<file path="src/rtl/tick_irq_pkg.sv">
package tick_irq_pkg;
  localparam int unsigned LINES = 8;
  localparam int unsigned SEL_W = $clog2(LINES);
  typedef logic [SEL_W-1:0] line_sel_t;
  typedef logic [LINES-1:0] line_vec_t;
endpackage

</file>
<file path="src/rtl/tick_divider.sv">
module tick_divider #(
  parameter int unsigned CNT_W = 24
) (
  input  logic             clk,
  input  logic             rst_n,
  input  logic [CNT_W-1:0] divisor,
  input  logic             restart,
  output logic             tick
);
  logic [CNT_W-1:0] cnt_q;

  // ">=" keeps the count bounded if the divisor is lowered mid-period
  assign tick = (cnt_q >= divisor);

  always_ff @(posedge clk or negedge rst_n) begin
    if (!rst_n)       cnt_q <= '0;
    else if (restart) cnt_q <= '0;
    else if (tick)    cnt_q <= '0;
    else              cnt_q <= cnt_q + 1'b1;
  end
endmodule

</file>
<file path="src/rtl/tick_pending.sv">
module tick_pending (
  input  logic clk,
  input  logic rst_n,
  input  logic tick,
  input  logic bus_err,
  input  logic ack,
  input  logic port_clr,
  output logic pending,
  output logic led
);
  logic set_req, clr_req;

  assign set_req = tick | bus_err;
  assign clr_req = ack | port_clr;

  always_ff @(posedge clk or negedge rst_n) begin
    if (!rst_n) begin
      pending <= 1'b0;
      led     <= 1'b0;
    end else begin
      if (set_req)      pending <= 1'b1;
      else if (clr_req) pending <= 1'b0;
      if (tick)         led <= ~led;
    end
  end
endmodule

</file>
<file path="src/rtl/irq_router.sv">
module irq_router
  import tick_irq_pkg::*;
(
  input  logic      pending,
  input  line_sel_t line_sel,
  output line_vec_t irq_n
);
  for (genvar i = 0; i < LINES; i++) begin : g_line
    assign irq_n[i] = ~(pending && (line_sel == SEL_W'(i)));
  end
endmodule

</file>
<file path="src/rtl/tick_irq_gen.sv">
module tick_irq_gen
  import tick_irq_pkg::*;
#(
  parameter int unsigned CNT_W = 24
) (
  input  logic             clk,
  input  logic             rst_n,
  input  logic [CNT_W-1:0] divisor,
  input  logic             ack,
  input  logic             port_clr,
  input  logic             bus_err,
  input  logic [2:0]       line_sel,
  output logic [7:0]       irq_n,
  output logic             tick_led
);
  logic tick_w;
  logic pending_w;

  tick_divider #(.CNT_W(CNT_W)) u_div (
    .clk     (clk),
    .rst_n   (rst_n),
    .divisor (divisor),
    .restart (port_clr),
    .tick    (tick_w)
  );

  tick_pending u_pend (
    .clk      (clk),
    .rst_n    (rst_n),
    .tick     (tick_w),
    .bus_err  (bus_err),
    .ack      (ack),
    .port_clr (port_clr),
    .pending  (pending_w),
    .led      (tick_led)
  );

  irq_router u_route (
    .pending  (pending_w),
    .line_sel (line_sel),
    .irq_n    (irq_n)
  );
endmodule

</file>
<file path="config.mk">
export PLATFORM = sky130hd
export DESIGN_NAME = tick_irq_gen
export DESIGN_NICKNAME = d
export VERILOG_FILES = /design/src/rtl/tick_irq_pkg.sv /design/src/rtl/tick_divider.sv /design/src/rtl/tick_pending.sv /design/src/rtl/irq_router.sv /design/src/rtl/tick_irq_gen.sv
export SDC_FILE = /design/constraint.sdc
export NUM_CORES = 1
export LEC_CHECK = 0
export BUFFER_PORTS_ARGS = -buffer_cell sky130_fd_sc_hd__buf_2
export CAP_MARGIN = 20
export CELL_PAD_IN_SITES_DETAIL_PLACEMENT = 0
export CELL_PAD_IN_SITES_GLOBAL_PLACEMENT = 1
export CORE_ASPECT_RATIO = 1.5
export CORE_MARGIN = 2
export CORE_UTILIZATION = 44
export DETAILED_ROUTE_END_ITERATION = 6
export PLACE_DENSITY = 0.9
export SKIP_CTS_REPAIR_TIMING = 1
export SYNTH_ARGS = -nofsm -noshare
export SYNTH_HDL_FRONTEND = slang
export SYNTH_SLANG_ARGS = --single-unit
</file>
<file path="constraint.sdc">
create_clock -name clk -period 4.1 [get_ports clk]
set_input_delay 0 -clock clk [delete_from_list [all_inputs] [get_ports clk]]
set_output_delay 0 -clock clk [all_outputs]
set_load 0.05 [all_outputs]
</file>
==> impl_metrics.toml <==
[route]
routed_via_density = 5.090
dr.pass1.iters = 4
ant_nets = 0
drc = 0
vias = 1522
wl_per_cell_microns = 12.34
wirelength_microns = 3690
drtIter0Drc = 20

[clocking]
cts_tree = "yes"
clockRootBuffer = "clkbuf_8"
clk_pin_slew_ns = 0.09
cts_max_level = 1
cts_inserted_buffers = 3
insertion_delay_ns = 0.27
cts.sinks = 26
clock_path_buffers = 2

[die]
dieHeight_microns = 83.86
rows = 29
fp.coreArea_sq_um = 4173
die_x_microns = 57.24
io_pins = 41
start_util = 0.4483
fp.dieArea_sq_um = 4799

[power]
p_comb_frac = 0.170
total_power_uw = 527.1
p_sw_frac = 0.2765
pwr_density_cell_nw_per_um2 = 241.7
clockPowerShare = 0.318
p_int_uw = 381.4
seqPwrFrac = 0.512
p_leak_nw = 1.154
p_sw_uw = 145.7
peakVddDrop_mv = 0.1328

[sta]
max_freq_mhz = 418.0
hold_viol = 0
clock_skew_ns = 0.002386
setup_viol = 0
rsz0062_at_grt = "false"
slew_violations = 0
tightest_slew_ns = 0.8885
relSlewSlack = 0.4031
post-route-period-util = 0.5835
tns_ns = 0
finalCriticalPeriod_ns = 2.392

[setup_path]
slowest_delay_ns = 0.45
critPathSlowestCell = "dfrtp_1"
regToRegSetupSlack_ns = 1.71
path_cells = "ha_1, a211o_1, a31oi_1, o221ai_2, a2111oi_2, nand2_2, nor2_1"
path_max_fanout = 23
critPathCaptureType = "register"
worstPathArrival_ns = 2.60
worstReg2RegStart = "u_div.cnt_q[2]"
critical_path_class = "register to register"
cp-startpoint = "u_div.cnt_q[2]"
cp.required_ns = 4.30
start_kind = "register"

[global_route]
grt_usage = 0.1707
antenna_found_initial = 0
grt_pass1_vias = 1464
grt_remaining_overflow = 0
grt_first_pass_wirelength_microns = 6382
grt_max_degree = 27

[outcome]
status = "finished, final reports clean"

[logic_synthesis]
yosysSeqAreaShare = 0.3478
synth_cell_types = 32
synth_cells = 209
ys_warn_count = 0
syn_nets = 266
synthesis.area_sq_um = 1871
synth-seq-cells = 26
syn_avg_cell_area_sq_um = 8.950

[layout]
nets = 311
layout-drive-gt1-share = 0.2134
num_antenna_cells = 0
fillers = 427
syn2layout_area_growth_pct = 16.59

[hold_path]
hold_path_class = "input port to register"
min_from = "ack"

[place]
io_buffers = 40
place_congestion = 0.8165
dp_hpwl_microns = 2941

[flow_run]
maxCapViolCount = 0
[path summary, 6_finish.rpt]
kind | to | cells past startpoint
worst max-delay path | u_div.cnt_q[22] | 7
worst min-delay path | u_pend.pending | 4
worst max register to register | u_div.cnt_q[22] | 7
worst min register to register | u_pend.led | 1
max in group asynchronous | u_div.cnt_q[18] | 2
min in group asynchronous | u_div.cnt_q[7] | 2
[state kept, by name (all words and copies together) (netlist names)]
signal and flops:
u_pend.pending 1, u_div.cnt_q 24, u_pend.led 1
[layer usage]
layer  vias up  global-route usage  share of wire
li1        792                   -              -
met1       698              0.1940           0.41
met2        27              0.3135           0.54
met3         5             0.01860          0.030
met4         0             0.06977          0.018
met5         -                   0              0
[synthesized netlist by cell type]
master	instances	share of area
nor3_4	1	0.0087
nand4_1	5	0.017
a2111oi_2	1	0.0080
a21oi_1	11	0.029
nor2_2	4	0.013
or2b_1	1	0.0040
dfrtp_1	26	0.35
and3b_1	1	0.0047
nor2_1	24	0.048
nor2b_1	3	0.010
inv_1	24	0.048
and3_1	4	0.013
a31oi_1	1	0.0033
xnor2_1	6	0.028
xor2_1	17	0.080
or3_1	1	0.0033
o21ai_0	1	0.0027
nor3_1	1	0.0027
and4_1	5	0.023
a211o_1	1	0.0047
o221ai_2	1	0.0080
a21o_1	1	0.0040
ha_1	25	0.17
nand3_1	16	0.043
o21a_1	1	0.0040
nand2_2	1	0.0033
nand2b_1	1	0.0033
nand2_1	20	0.040
o2bb2ai_1	1	0.0047
buf_6	2	0.012
or4_4	1	0.0060
and3_2	1	0.0040
[metrics by stage]
stage,utilization,cell area [sq um],instances,setup WS [ns],hold WS [ns]
floorplan,-,1871,209,2.025,-0.2956
global placement,0.5046,2106,293,1.725,0.02877
detailed placement,0.5046,2106,293,1.685,0.04031
CTS,0.5178,2161,297,1.662,-0.2737
global route,0.5226,2181,299,1.451,0.08796
finish,0.5226,2181,299,1.708,0.06962
[worst max-delay path, delay by kind of cell (launching register included)]
| kind | cells | cell delay, ns |
|---|---|---|
| AND/OR/NAND/NOR | 2 | 0.57 |
| flip-flops | 1 | 0.45 |
| adder cells (fa/ha/maj) | 1 | 0.31 |
| AO/OA/AOI/OAI | 4 | 0.98 |
[cells by family after synthesis]
group | Yosys count | share of synthesized area
and+or+nand+nor | 90 | 0.2482
DFF | 26 | 0.3478
buffers and inverters | 26 | 0.06020
xor gates and xnor gates | 23 | 0.1077
adders and majority gates | 25 | 0.1672
AOI/OAI and AO/OA | 19 | 0.06889
[power groups by stage]
stage                     Clock, mW  Sequential [mW]  Combinational, mW
after floorplan                   0            0.285             0.0449
after global placement            0            0.274             0.0886
after detailed placement          0            0.275             0.0895
after CTS                     0.174            0.270             0.0898
after global routing          0.186            0.271              0.101
final                         0.168            0.270             0.0895
[placed cells by master, fill, tap and decap left out]
cell	n
a2111oi_2	1
a211o_1	1
a21o_1	1
a21oi_1	11
a31oi_1	1
and3_1	4
and3_2	1
and3b_1	1
and4_1	5
buf_2	40
clkbuf_8	4
dfrtp_1	26
dlygate4sd3_1	2
ha_1	25
inv_1	24
nand2_1	20
nand2_2	1
nand2b_1	1
nand3_1	16
nand4_1	5
nor2_1	24
nor2_2	4
nor2b_1	3
nor3_1	1
nor3_4	1
o21a_1	1
o21ai_0	1
o221ai_2	1
o2bb2ai_1	1
or2b_1	1
or3_1	1
or4_4	1
xnor2_1	6
xor2_1	17
[final cells by class]
| cell class | instances | area (sq um) | share of cell area |
|---|---|---|---|
| inverter | 24 | 90.09 | 0.04131 |
| sequential | 26 | 650.6 | 0.2983 |
| tap | 46 | 57.56 | 0.02639 |
| timing repair buffer | 42 | 220.2 | 0.1010 |
| clock buffer | 4 | 55.05 | 0.02524 |
| multi-input combinational | 157 | 1107 | 0.5077 |
Note: power is estimated with default switching activity, not from simulation.
